### config.mk
export PLATFORM = sky130hd
export DESIGN_NAME = mac_slice
export DESIGN_NICKNAME = d
export VERILOG_FILES = /design/src/rtl/mac_slice_pkg.sv /design/src/rtl/mac_pipe.sv /design/src/rtl/mac_xyz_mux.sv /design/src/rtl/mac_addsub.sv /design/src/rtl/mac_slice.sv
export SDC_FILE = /design/constraint.sdc
export NUM_CORES = 1
export LEC_CHECK = 0
export ABC_AREA = 0
export BUFFER_PORTS_ARGS = -buffer_cell sky130_fd_sc_hd__buf_2
export CELL_PAD_IN_SITES_DETAIL_PLACEMENT = 0
export CELL_PAD_IN_SITES_GLOBAL_PLACEMENT = 1
export CORE_ASPECT_RATIO = 1.1
export CORE_MARGIN = 8
export CORE_UTILIZATION = 50
export DETAILED_ROUTE_END_ITERATION = 8
export GPL_ROUTABILITY_DRIVEN = 0
export PLACE_DENSITY_LB_ADDON = 0.3
export SLEW_MARGIN = 20
export SYNTH_ARGS = -nofsm -noshare
export SYNTH_HDL_FRONTEND = slang
export SYNTH_SLANG_ARGS = --single-unit
### constraint.sdc
create_clock -name clk -period 16.7 [get_ports clk]
set_input_delay 2.505 -clock clk [delete_from_list [all_inputs] [get_ports clk]]
set_output_delay 2.505 -clock clk [all_outputs]
set_load 0.02 [all_outputs]
### src/rtl/mac_slice_pkg.sv
package mac_slice_pkg;
  localparam int OPW     = 18;
  localparam int PW      = 48;
  localparam int PRODW   = 2 * OPW;
  localparam int OPMODEW = 7;

  localparam logic [1:0] XS_ZERO = 2'd0;
  localparam logic [1:0] XS_PROD = 2'd1;
  localparam logic [1:0] XS_P    = 2'd2;
  localparam logic [1:0] XS_AB   = 2'd3;

  localparam logic [1:0] YS_ZERO = 2'd0;
  localparam logic [1:0] YS_PROD = 2'd1;
  localparam logic [1:0] YS_C    = 2'd2;
  localparam logic [1:0] YS_RSV  = 2'd3;

  localparam logic [2:0] ZS_ZERO = 3'd0;
  localparam logic [2:0] ZS_P    = 3'd1;
  localparam logic [2:0] ZS_C    = 3'd2;

  typedef struct packed {
    logic [2:0] z;
    logic [1:0] y;
    logic [1:0] x;
  } opmode_t;

  typedef struct packed {
    opmode_t op;
    logic    sub;
    logic    cin;
  } ctrl_t;
endpackage

### src/rtl/mac_pipe.sv
module mac_pipe #(
  parameter int W     = 1,
  parameter int DEPTH = 1
) (
  input  logic         clk,
  input  logic         rst,
  input  logic         en,
  input  logic [W-1:0] d,
  output logic [W-1:0] q
);
  generate
    if (DEPTH == 0) begin : g_thru
      logic unused_pins;
      assign unused_pins = clk ^ rst ^ en;
      assign q = d;
    end else begin : g_reg
      logic [W-1:0] st [DEPTH];

      always_ff @(posedge clk) begin
        if (rst) begin
          for (int i = 0; i < DEPTH; i++) st[i] <= '0;
        end else if (en) begin
          st[0] <= d;
          for (int i = 1; i < DEPTH; i++) st[i] <= st[i-1];
        end
      end

      assign q = st[DEPTH-1];


      stage_hold_chk: assert property (@(posedge clk) disable iff (rst)
        !en |=> $stable(q));

      if (DEPTH == 1) begin : g_one

        stage_latency_chk: assert property (@(posedge clk) disable iff (rst)
          en |=> (q == $past(d)));
      end
    end
  endgenerate
endmodule

### src/rtl/mac_xyz_mux.sv
module mac_xyz_mux
  import mac_slice_pkg::*;
(
  input  opmode_t                op,
  input  logic signed [PRODW-1:0] prod,
  input  logic [PW-1:0]          p,
  input  logic [PW-1:0]          c,
  input  logic [OPW-1:0]         a,
  input  logic [OPW-1:0]         b,
  output logic [PW-1:0]          x,
  output logic [PW-1:0]          y,
  output logic [PW-1:0]          z,
  output logic                   bad
);
  localparam int EXT = PW - PRODW;

  logic [PRODW-1:0] ab;
  assign ab = {a, b};

  always_comb begin
    unique case (op.x)
      XS_ZERO: x = '0;
      XS_PROD: x = {{EXT{prod[PRODW-1]}}, prod};
      XS_P:    x = p;
      default: x = {{EXT{ab[PRODW-1]}}, ab};
    endcase
  end

  always_comb begin
    unique case (op.y)
      YS_C:    y = c;
      default: y = '0;
    endcase
  end

  always_comb begin
    unique case (op.z)
      ZS_P:    z = p;
      ZS_C:    z = c;
      default: z = '0;
    endcase
  end

  assign bad = ((op.x == XS_PROD) != (op.y == YS_PROD)) ||
               (op.y == YS_RSV) || (op.z > ZS_C);
endmodule

### src/rtl/mac_addsub.sv
module mac_addsub
  import mac_slice_pkg::*;
(
  input  logic [PW-1:0] x,
  input  logic [PW-1:0] y,
  input  logic [PW-1:0] z,
  input  logic          cin,
  input  logic          sub,
  output logic [PW-1:0] res,
  output logic          ovf
);
  localparam int EW = PW + 2;

  logic [EW-1:0] xe, ye, ze, s, r;

  assign xe = {{2{x[PW-1]}}, x};
  assign ye = {{2{y[PW-1]}}, y};
  assign ze = {{2{z[PW-1]}}, z};
  assign s  = xe + ye + {{(EW-1){1'b0}}, cin};
  assign r  = sub ? (ze - s) : (ze + s);

  assign res = r[PW-1:0];
  assign ovf = !((r[EW-1] == r[EW-2]) && (r[EW-2] == r[PW-1]));
endmodule

### src/rtl/mac_slice.sv
module mac_slice
  import mac_slice_pkg::*;
#(
  parameter int AREG    = 1,
  parameter int BREG    = 1,
  parameter int CREG    = 1,
  parameter int CTRLREG = 1
) (
  input  logic               clk,
  input  logic               rst,
  input  logic               ce_a,
  input  logic               ce_b,
  input  logic               ce_c,
  input  logic               ce_ctrl,
  input  logic               ce_p,
  input  logic [OPW-1:0]     a,
  input  logic [OPW-1:0]     b,
  input  logic [PW-1:0]      c,
  input  logic               cin,
  input  logic               sub,
  input  logic [OPMODEW-1:0] opmode,
  output logic [PW-1:0]      p,
  output logic               ovf,
  output logic               op_bad
);
  localparam int CTLW = $bits(ctrl_t);
  localparam logic signed [PRODW-1:0] PROD_MAX = PRODW'(1) << (PRODW - 2);

  logic [OPW-1:0]          a_s, b_s;
  logic [PW-1:0]           c_s;
  ctrl_t                   ctl_in, ctl_s;
  logic signed [PRODW-1:0] prod;
  logic [PW-1:0]           x, y, z, sum;
  logic                    ovf_n, bad_n;

  assign ctl_in = '{op: opmode_t'(opmode), sub: sub, cin: cin};

  mac_pipe #(.W(OPW), .DEPTH(AREG)) u_apipe (
    .clk(clk), .rst(rst), .en(ce_a), .d(a), .q(a_s));

  mac_pipe #(.W(OPW), .DEPTH(BREG)) u_bpipe (
    .clk(clk), .rst(rst), .en(ce_b), .d(b), .q(b_s));

  mac_pipe #(.W(PW), .DEPTH(CREG)) u_cpipe (
    .clk(clk), .rst(rst), .en(ce_c), .d(c), .q(c_s));

  mac_pipe #(.W(CTLW), .DEPTH(CTRLREG)) u_kpipe (
    .clk(clk), .rst(rst), .en(ce_ctrl), .d(ctl_in), .q(ctl_s));

  assign prod = $signed(a_s) * $signed(b_s);


  prod_range_chk: assert property (@(posedge clk) disable iff (rst)
    (prod <= PROD_MAX) && (prod > -PROD_MAX));

  mac_xyz_mux u_mux (
    .op(ctl_s.op), .prod(prod), .p(p), .c(c_s), .a(a_s), .b(b_s),
    .x(x), .y(y), .z(z), .bad(bad_n));

  mac_addsub u_add (
    .x(x), .y(y), .z(z), .cin(ctl_s.cin), .sub(ctl_s.sub),
    .res(sum), .ovf(ovf_n));


  no_overflow_chk: assert property (@(posedge clk) disable iff (rst)
    (!ctl_s.sub && !ctl_s.cin && (y == '0) && (z == '0)) |-> !ovf_n);

  always_ff @(posedge clk) begin
    if (rst) begin
      p      <= '0;
      ovf    <= 1'b0;
      op_bad <= 1'b0;
    end else if (ce_p) begin
      p      <= sum;
      ovf    <= ovf_n;
      op_bad <= bad_n;
    end
  end


  p_hold_chk: assert property (@(posedge clk) disable iff (rst)
    !ce_p |=> ($stable(p) && $stable(ovf) && $stable(op_bad)));


  reset_clear_chk: assert property (@(posedge clk)
    rst |=> ((p == '0) && !ovf && !op_bad));
endmodule

**Yosys cells after proc, flatten, opt, wreduce, memory -nomap -nowiden**

Memories as Yosys holds them, arrays and structs flattened.
Cells that the tools add are included.

- Flip-flop bits (word level): 50
- Bits in writable memories: 93
- Input port bits: 100
- Output and inout port bits: 50
- Logic and storage cells: 58
- Memories kept: 4

- $add $sub $neg: 4
- Multiply operators: 1
- $lt $le $gt $ge: 1
- Eq/ne operators: 10
- Mux-type cells: 26
- Reduce and logical (&&, ||, !) cells: 9

Memory list:

| name | words | width | read ports | clocked after memory_dff | write ports | RTL line | text |
|---|---|---|---|---|---|---|---|
| u_cpipe.g_reg.st | 1 | 48 | 1 | 0 | 1 | mac_pipe.sv:17 | `logic [W-1:0] st [DEPTH];` |
| u_apipe.g_reg.st | 1 | 18 | 1 | 0 | 1 | mac_pipe.sv:17 |  |
| u_bpipe.g_reg.st | 1 | 18 | 1 | 0 | 1 | mac_pipe.sv:17 |  |
| u_kpipe.g_reg.st | 1 | 9 | 1 | 0 | 1 | mac_pipe.sv:17 |  |

Operators with widths:

| cell | count |
|---|---|
| 48-bit one-hot mux with 3 select lines | 1 |
| 48-bit 2-to-1 mux | 2 |
| 48-bit one-hot mux with 2 select lines | 1 |
| 50-bit by 1-bit adder with 50-bit output | 1 |
| 50-bit adder | 1 |
| 50-bit 2-to-1 mux | 1 |
| 50-bit subtractor | 1 |
| 48-bit by 48-bit adder with 49-bit output | 1 |
| 48-bit OR reduction | 1 |
| 18-bit by 18-bit multiplier with 36-bit output | 1 |
| 18-bit 2-to-1 mux | 2 |
| 18-bit OR reduction | 2 |
| 1-bit 2-to-1 mux | 18 |
| 9-bit 2-to-1 mux | 1 |
| 9-bit OR reduction | 1 |
| 2-bit == test, second input constant | 3 |
| 2-bit by 1-bit == test with 1-bit output, second input constant | 2 |
| 3-bit by 1-bit == test with 1-bit output, second input constant | 1 |
| 3-bit by 2-bit == test with 1-bit output, second input constant | 1 |
| 3-bit by 2-bit greater-than comparator with 1-bit output, second input constant | 1 |
| 1-bit == test | 2 |
| 2-bit logical NOT | 1 |
| 1-bit logical OR | 2 |
| 1-bit logical AND | 1 |
| 2 further kinds | 2 |

**Depth between registers and ports, before layout**

Gate-level depths: netlist of the first run.

- Depth after elaboration: 9
- Depth in mapped cells: 62
- Depth with buffers taken out: 60

**Cells and area by module**

Synthesis of the first run repeated with hierarchy kept, for this count alone.

- Cell total of the unflattened synthesis: 2981
- Area, all modules: 26540.5 µm²

By module, submodules not included:

| module | instances | cells an instance | area each (µm²) | seq. area each (µm²) |
|---|---|---|---|---|
| mac_slice | 1 | 1490 | 13838.3 | 1001.0 |
| mac_addsub | 1 | 1068 | 7151.9 | 0.0 |
| mac_pipe (u_cpipe) | 1 | 107 | 1929.4 | 1441.4 |
| mac_xyz_mux | 1 | 219 | 1791.7 | 0.0 |
| mac_pipe (u_apipe ...) | 2 | 39 | 737.0 | 540.5 |
| mac_pipe (u_kpipe) | 1 | 19 | 355.3 | 270.3 |

**Least setup slack after synthesis of the first run**

OpenSTA, ideal clock, no wires.

- Path kind: flip-flop to flip-flop
- Start: memory u_apipe.g_reg.st[0][17] in the netlist's numbering
- End: register ovf
- Data arrival time: 12705 ps
- Data required time: 16570 ps
- Slack: 3865 ps
- Cell stages (with the launch flop): 58
- Buffers on the path: 3
- Period minus slack after synthesis: 12835 ps
- Cells stage by stage: edfxtp_1 > clkbuf_1 > clkbuf_1 > nand2_1 > fa_1 > inv_1 > fa_1 > inv_1 > fa_1 > inv_1 > fa_1 > fa_1 > inv_1 > fa_1 > inv_1 > ha_1 > a21o_1 > a21o_1 > (+22 left out) > or4_4 > nor3_1 > a21oi_1 > xor2_1 > ha_1 > a21o_1 > a21o_1 > a21oi_1 > nor2_1 > a211o_1 > a41oi_1 > o21bai_1 > a21o_1 > a21o_1 > a21oi_1 > xnor3_1 > nor4_1 > nor4_2

RTL lines:

| what | RTL line | text |
|---|---|---|
| start: declaration | mac_pipe.sv:17 |  |
| end signal: assignment | mac_slice.sv:75 | `ovf <= ovf_n;` |
| end: declaration | mac_slice.sv:23 | `output logic ovf,` |

==> impl_results.md, run 1 <==
* Run status: complete, no violations
* Synth Area in Simple Gates at 21.3%
* Synth Area in Compound Gates at 15.1%
* Placed Area at 0.0288 sq mm
* Maximum VDD drop at 0.000163 V
* Mean post-synth cell area at 8.62 sq um
* CP startpoint kind: flip-flop
* IO Count at 150
* Die width at 239 microns
* CP Launch Point: u_apipe.g_reg.st[0][17]
* Cell Rows at 90
* Endpoint type of the worst setup path: flip-flop
* Hold_sp: op_bad
* Fin cells at 3982
* Post-DRT Antenna Nets at 0
* Crit-path slowest cell: edfxtp_1
* Yosys reg bits at 143
* RSZ-0062 raised after global routing: false
* Initial Util at 50.3%
* Mux share of post-synthesis cell area at 2.32%
* Drt via density at 5.83
* Final hold vios at 0
* Slowest stage delay, CP at 870 ps
* Combinational family with the most area after synthesis: adder cells
* Slew Limit Fails at 0
* Cts repair resizes at 0
* Gr usage total at 26.4%
* Cell Int Power at 2.87 mW
* Ys Warns at 0
* Syn_nets at 3811
* Drt pass-1 iters at 5
* Clock transition at path regs at 70 ps
* Final wirelength at 81.6 mm
* Crit path DAT at 15410 ps
* I/O Buffers at 149
* Critical path class: reg2reg
* HPWL after DPL at 65.5 mm
* Cts bufs inserted at 17
* Fin area at 0.0294 sq mm
* Post-synth ARST share at 0%
* Layout area overhead at 7.01%
* # clock sinks at 143
* Core area at 0.0546 sq mm
* Pin slew with the least headroom to its limit at 1030 ps
* Final setup vio count at 0
* Combinational power share at 85.0%
* Iter 0 DRT Violations at 1910
* Fin crit share at 90.2%
* Layout cells sized above 1 at 8.69%
* Routed length per instance at 20.5 microns
* Deepest clock path buffer count at 2
* Mapped Area at 0.0274 sq mm
* H-tree levels at 4
* Adder-Cell Fraction of Synth Area at 33.0%
* Power per standard cell area at 219 mW/mm^2
* Post-CTS Setup Inserts at 0
* Pleak at 13.8 nW
* Die Height at 262 microns
* Diodes inserted at 0
* Cells after DPL at 3950
* CTS tree: done
* EDFF count, synth at 93
* Worst Path Max Fanout at 19
* Vias in the first global route at 23600
* Worst Path Required at 17040 ps
* Worst r2r src: u_apipe.g_reg.st[0][17]
* Antenna violations before repair at 0
* Synth cell types at 97
* Clk_skew at 15.8 ps
* Hold buffers post-CTS at 0
* DR vias at 23200
* Total gr overflow at 0
* Fmax achieved at 66.4 MHz
* First-pass GRT wire length at 131 mm
* Flop pwr share at 8.7%
* Worst slew margin at 31.0%
* Sequential share of the synthesized area at 13.8%
* HP Class: reg2reg
* Die area at 0.0627 sq mm
* Max Cap Viol at 0
* Net Switching at 3.57 mW
* Nets@finish at 3859
* Power share of the clock group at 6.4%
* Ys flop type: edfxtp_1
* Synth Instances at 3185
* Crit path time final at 15070 ps
* Clock insertion delay at the later pin of the skew report at 490 ps
* Pin count of the biggest net entering global routing at 60
* Drt drc at 0
* Setup_tns at 0 ps
* Clk root buf: clkbuf_16
* Sw frac at 55.5%
* Xor and xnor area share after synthesis at 6.69%
## path summary, 6_finish.rpt
kind / endpoint / cells after the start / slack, ps
setup / recovery: ovf / 54 / 1630
hold / removal: op_bad / 2 / 510
setup reg to reg: ovf / 54 / 1630
hold reg to reg: op_bad / 2 / 510
## routing by layer
layer	GRT usage, %	vias to the layer above	wire, microns
met5	0	-	0
li1	-	10800	-
met4	9.63	0	2580
met2	43.1	778	38300
met3	3.20	136	4840
met1	36.0	11600	35900
## layout make-up
class / count / area (sq um)
tap: 736 / 921
clock inverter: 15 / 175
multi-input combinational: 2487 / 21600
inverter: 407 / 1530
clock buffer: 17 / 425
fill: 5094 / 25200
sequential: 143 / 3790
timing repair buffer: 177 / 956
## cell usage in the layout, fill, tap and decap left out, drive strengths merged, types with 25 or more instances in the layout
master,synthesis,routed
nand3,48,48
o21bai,29,29
nor3,49,49
edfxtp,93,93
inv,406,414
a21oi,152,152
xor2,77,77
a22o,74,74
nand4,25,25
fa,331,331
a31oi,29,29
and3,50,50
nand2,257,257
and2,334,334
buf,26,177
nor2b,30,30
a211oi,26,26
dfxtp,50,50
a21o,63,63
nor2,165,165
xnor2,130,130
ha,195,195
o21ai,110,110
mux2i,50,50
## kinds of logic (layout without fill, tap and decap cells)
group,Yosys count,in the layout
DFF,143,143
adders and majority gates,526,526
AOI/OAI and AO/OA,605,605
buffers and inverters,555,616
muxes,62,62
xor gates and xnor gates,208,208
and+or+nand+nor,1086,1086
## synthesized netlist by cell type, drive strengths merged (74+ instances only)
| master | instances | share of area, % |
|---|---|---|
| inv | 406 | 5.6 |
| xor2 | 77 | 2.5 |
| a22o | 74 | 2.4 |
| a21oi | 152 | 2.8 |
| o21ai | 110 | 2.0 |
| edfxtp | 93 | 10 |
| xnor2 | 130 | 4.1 |
| nand2 | 257 | 3.5 |
| clkbuf | 122 | 1.7 |
| fa | 331 | 24 |
| nor2 | 165 | 2.3 |
| ha | 195 | 8.9 |
| and2 | 334 | 7.6 |
## worst max-delay path: cells and delay by family, from the launching register on
kind	cells	cell delay [ps]
AO/OA/AOI/OAI	21	4290
XOR/XNOR	5	2010
adder cells (fa/ha/maj)	9	4370
buffers and inverters	5	330
flip-flops	1	870
AND/OR/NAND/NOR	14	3010
## power by group through the flow
stage	clock [mW]	sequential [mW]	combinational [mW]
after global placement	0	0.560	5.27
after detailed placement	0	0.565	5.33
after CTS	0.416	0.558	5.41
after global routing	0.429	0.563	6.07
after floorplan	0	0.534	4.13
final	0.409	0.559	5.47
## state kept, by name, summed over array words and instances (netlist names)
signal	cells
u_bpipe.g_reg.st	18
op_bad	1
u_apipe.g_reg.st	18
u_cpipe.g_reg.st	48
ovf	1
p	48
u_kpipe.g_reg.st	9
## stage by stage
stage,power [mW],hold slack (ps),utilization [%],worst slack (ps)
3_3_place_gp,5.83,474,52.7,2260
4_1_cts,6.38,506,53.8,1770
5_1_grt,7.06,529,53.8,570
2_1_floorplan,4.66,555,-,3860
6_report,6.43,506,53.8,1630
3_5_place_dp,5.89,491,52.7,1900
(Power assumes the default switching activity.)
==> run 2: changes to the inputs <==
--- a/config.mk
+++ b/config.mk
@@ -14,7 +14,7 @@
 export CORE_UTILIZATION = 50
 export DETAILED_ROUTE_END_ITERATION = 8
 export GPL_ROUTABILITY_DRIVEN = 0
-export PLACE_DENSITY_LB_ADDON = 0.3
+export PLACE_DENSITY_LB_ADDON = 0.2
 export SLEW_MARGIN = 20
 export SYNTH_ARGS = -nofsm -noshare
 export SYNTH_HDL_FRONTEND = slang
==> impl_results.md, run 2 (synthesis results as in run 1) <==
* Run status: complete, no violations
* Most common cell after layout, fill and taps aside: inv_1
* Worst r2r src: u_apipe.g_reg.st[0][17]
* Initial Util at 50.3%
* Routed length per instance at 20.8 microns
* Setup slack, reg-to-reg at 1700 ps
* Worst r2r dst: ovf
* First-pass GRT wire length at 132 mm
* Fmax achieved at 66.7 MHz
* Worst Path Max Fanout at 19
* Worst slew margin at 26.4%
* Most frequent cells in the layout: inv_1 (405), and2_1 (333), fa_1 (331)
* Crit path time final at 15000 ps
* Clk_skew at 15.6 ps
* IO Count at 150
* Cell Rows at 90
* Clock transition at path regs at 70 ps
* Power per standard cell area at 220 mW/mm^2
* Drt drc at 0
* Sw frac at 55.5%
* RSZ-0062 raised after global routing: false
* CP startpoint kind: flip-flop
* Nets@finish at 3854
* Core area at 0.0546 sq mm
* Clock insertion delay at the later pin of the skew report at 490 ps
* Vias in the first global route at 23700
* Register-to-Register Path Depth at 54
* Maximum VDD drop at 0.000138 V
* Combinational power share at 84.9%
* Drt via density at 5.84
* Antenna violations before repair at 0
* Hold buffers post-CTS at 0
* Final setup vio count at 0
* Fillers at 5177
* Fin cells at 3977
* Deepest clock path buffer count at 2
* Post-CTS Setup Inserts at 0
* Pin count of the biggest net entering global routing at 61
* Crit-path slowest cell: edfxtp_1
* Drt pass-1 iters at 5
* Max Cap Viol at 0
* Biggest regs: p: 48 flops, u_cpipe.g_reg.st: 48 flops
* Die Height at 262 microns
* Placed Area at 0.0287 sq mm
* CTS tree: done
* HPWL after DPL at 66.4 mm
* Cts repair resizes at 0
* Layout cells sized above 1 at 8.52%
* Iter 0 DRT Violations at 1877
* Total gr overflow at 0
* Cell Int Power at 2.87 mW
* Die width at 239 microns
* Layout area overhead at 6.88%
* Critical path class: reg2reg
* Slew Limit Fails at 0
* H-tree levels at 4
* Final hold vios at 0
* DR vias at 23200
* Cts bufs inserted at 17
* Worst Path Required at 17040 ps
* Final hold slack at 519 ps
* Clk root buf: clkbuf_16
* Pin slew with the least headroom to its limit at 1100 ps
* I/O Buffers at 149
* Die area at 0.0627 sq mm
* Net Switching at 3.59 mW
* CP Launch Point: u_apipe.g_reg.st[0][17]
* Diodes inserted at 0
* Post-DRT Antenna Nets at 0
* Cells after DPL at 3945
* Power share of the clock group at 6.3%
* Fin area at 0.0293 sq mm
* Gr usage total at 26.8%
* # clock sinks at 143
* Worst Setup EP: ovf
* Endpoint type of the worst setup path: flip-flop
* HP Class: reg2reg
* Flop pwr share at 8.8%
* Fin crit share at 89.8%
* Final wirelength at 82.6 mm
* Setup_tns at 0 ps
* Pleak at 13.8 nW
* Slowest stage delay, CP at 870 ps
* Crit path DAT at 15340 ps
* Final core occ at 53.7%
[run 2: metal layers]
layer	GRT usage, %	wire (microns)
met1	36.2	36200
met2	43.7	38700
met3	4.32	5310
met4	8.63	2340
met5	0	0
[run 2: power by group through the flow]
stage          Combinational (mW)  Clock [mW]  Sequential, mW
2_1_floorplan                4.13           0           0.534
3_3_place_gp                 5.32           0           0.571
3_5_place_dp                 5.37           0           0.574
4_1_cts                      5.43       0.417           0.566
5_1_grt                      6.12       0.429           0.574
6_report                     5.49       0.409           0.567
[run 2: layout make-up]
cell class              count  area [sq um]  area share [%]
multi-input cells        2487         21600            73.5
flip-flops and latches    143          3790            12.9
inverters                 407          1530            5.21
well taps                 736           921            3.14
repair buffers            172           918            3.13
clock buffers              19           454            1.55
clock inverters            13           150           0.512
[run 2: stage by stage]
step / power, mW / worst slack [ps]
final: 6.46 / 1700
after global routing: 7.12 / 776
after CTS: 6.42 / 1770
after detailed placement: 5.94 / 1920
after global placement: 5.89 / 2210
after floorplan: 4.66 / 3860
[run 2: how the worst min path moves through the flow]
stage	endpoint	startpoint	cells after the start	slack, ps
after floorplan	op_bad	op_bad	2	550
after global placement	p[0]	p[0]	2	500
after detailed placement	p[0]	p[0]	2	510
after CTS	p[0]	p[0]	2	520
after global routing	p[0]	p[0]	2	550
final	p[0]	p[0]	2	520
[run 2: worst max-delay path, delay by kind of cell, from the launching register on]
kind            cells  cell delay (ps)
fa+ha+maj           9             4370
compound gates     21             4120
simple gates       14             3530
xor+xnor            5             1630
flops               1              870
buf+inv             5              330
==> run 3: changes to the inputs <==
--- a/config.mk
+++ b/config.mk
@@ -12,6 +12,7 @@
 export CORE_ASPECT_RATIO = 1.1
 export CORE_MARGIN = 8
 export CORE_UTILIZATION = 50
+export CTS_BUF_LIST = sky130_fd_sc_hd__clkbuf_4
 export DETAILED_ROUTE_END_ITERATION = 8
 export GPL_ROUTABILITY_DRIVEN = 0
 export PLACE_DENSITY_LB_ADDON = 0.2
==> impl_results.md, run 3 (synthesis results as in run 1) <==
* Run status: complete, no violations
* Crit path time final at 14970 ps
* Core area at 0.0546 sq mm
* Final hold vios at 0
* Total gr overflow at 0
* Routed length per instance at 20.7 microns
* Crit. path cell count at 54
* Most frequent cells in the layout: inv_1 (405), and2_1 (333), fa_1 (331)
* Crit-path slowest cell: edfxtp_1
* Deepest clock path buffer count at 2
* Drt pass-1 iters at 6
* Layout area overhead at 5.85%
* Cts bufs inserted at 17
* Fin area at 0.0291 sq mm
* Die area at 0.0627 sq mm
* Fin crit share at 89.6%
* Setup slack, reg-to-reg at 1730 ps
* Fillers at 5214
* Worst Setup EP: ovf
* Nets@finish at 3854
* Gr usage total at 26.7%
* Iter 0 DRT Violations at 1750
* Post-CTS Setup Inserts at 0
* IO Count at 150
* Cells after DPL at 3945
* Clock insertion delay at the later pin of the skew report at 760 ps
* Worst Path Required at 17330 ps
* Register-to-Register Path Depth at 54
* Drt drc at 0
* Cts repair resizes at 0
* Final setup vio count at 0
* Pin count of the biggest net entering global routing at 61
* Worst Path Max Fanout at 19
* Vias in the first global route at 23600
* Pin slew with the least headroom to its limit at 1110 ps
* Initial Util at 50.3%
* # clock sinks at 143
* Worst setup margin at 1730 ps
* First-pass GRT wire length at 132 mm
* Sequential cell area at 0.00379 sq mm
* Critical path class: reg2reg
* Drt via density at 5.81
* Slowest stage delay, CP at 870 ps
* Maximum VDD drop at 0.000139 V
* DR vias at 23100
* Power per standard cell area at 218 mW/mm^2
* Antenna violations before repair at 1
* Pleak at 13.7 nW
* CP Launch Point: u_apipe.g_reg.st[0][17]
* HPWL after DPL at 66.4 mm
* Clock transition at path regs at 160 ps
* Die Height at 262 microns
* DP Worst Slack at 1920 ps
* Clk root buf: clkbuf_4
* H-tree levels at 4
* I/O Buffers at 149
* HP Class: reg2reg
* Final wirelength at 82.4 mm
* CP startpoint kind: flip-flop
* Layout cells sized above 1 at 8.55%
* Placed Area at 0.0287 sq mm
* RSZ-0062 raised after global routing: false
* Cell Rows at 90
* Endpoint type of the worst setup path: flip-flop
* Clk_skew at 32.1 ps
* Worst slew margin at 25.9%
* Most common cell after layout, fill and taps aside: inv_1
* Setup_tns at 0 ps
* Hold buffers post-CTS at 0
* Worst hold path depth at 2
* Crit path DAT at 15600 ps
* Post-DRT Antenna Nets at 0
* Worst r2r src: u_apipe.g_reg.st[0][17]
* Buf/Inv on CP at 5
* Fmax achieved at 66.8 MHz
* Slew Limit Fails at 0
* Worst r2r dst: ovf
* Biggest regs: p: 48 flops, u_cpipe.g_reg.st: 48 flops
* Fin cells at 3979
* Area of the multi-input gates at 0.0216 sq mm
* Max Cap Viol at 0
* Die width at 239 microns
* Top cell family by delay on the critical path: adder cells
* CTS tree: done
run 3: layer usage:
layer / GRT usage (%) / routed length (microns) / part of all wire (%) / up-vias
li1: - / - / - / 10800
met1: 36.4 / 36500 / 44 / 11500
met2: 43.4 / 38600 / 47 / 732
met3: 4.11 / 4960 / 6.0 / 127
met4: 8.73 / 2370 / 2.9 / 0
met5: 0 / 0 / 0 / -
run 3: report_power, final:
| group | switching, mW | internal (mW) | total [mW] |
|---|---|---|---|
| clock | 0.160 | 0.108 | 0.268 |
| sequential | 0.127 | 0.439 | 0.566 |
| combinational | 3.29 | 2.20 | 5.50 |
| total | 3.58 | 2.75 | 6.33 |
run 3: cell type report:
class,count,share of cell area [%]
Timing Repair Buffer,172,3.16
Clock buffer,18,0.465
Inverter,407,5.26
Multi-Input combinational cell,2487,74.3
Sequential cell,143,13.1
Antenna cell,2,0.0172
Clock inverter,14,0.620
Tap cell,736,3.17
run 3: tightest hold or removal path, stage by stage, from the launching register on:
cell      delay, ps
dfxtp_1         360
nor2_1           90
a211oi_1         50
run 3: how the worst min path moves through the flow:
stage | endpoint | start | slack, ps
CTS | p[0] | p[0] | 530
finish | p[0] | p[0] | 520
detailed placement | p[0] | p[0] | 510
global placement | p[0] | p[0] | 500
floorplan | op_bad | op_bad | 550
global route | p[0] | p[0] | 560
run 3: through the flow:
step	power (mW)	util (%)	hold slack, ps
2_1_floorplan	4.66	-	555
3_3_place_gp	5.89	52.6	502
3_5_place_dp	5.94	52.6	509
4_1_cts	6.28	53.2	527
5_1_grt	6.97	53.2	556
6_report	6.33	53.2	522
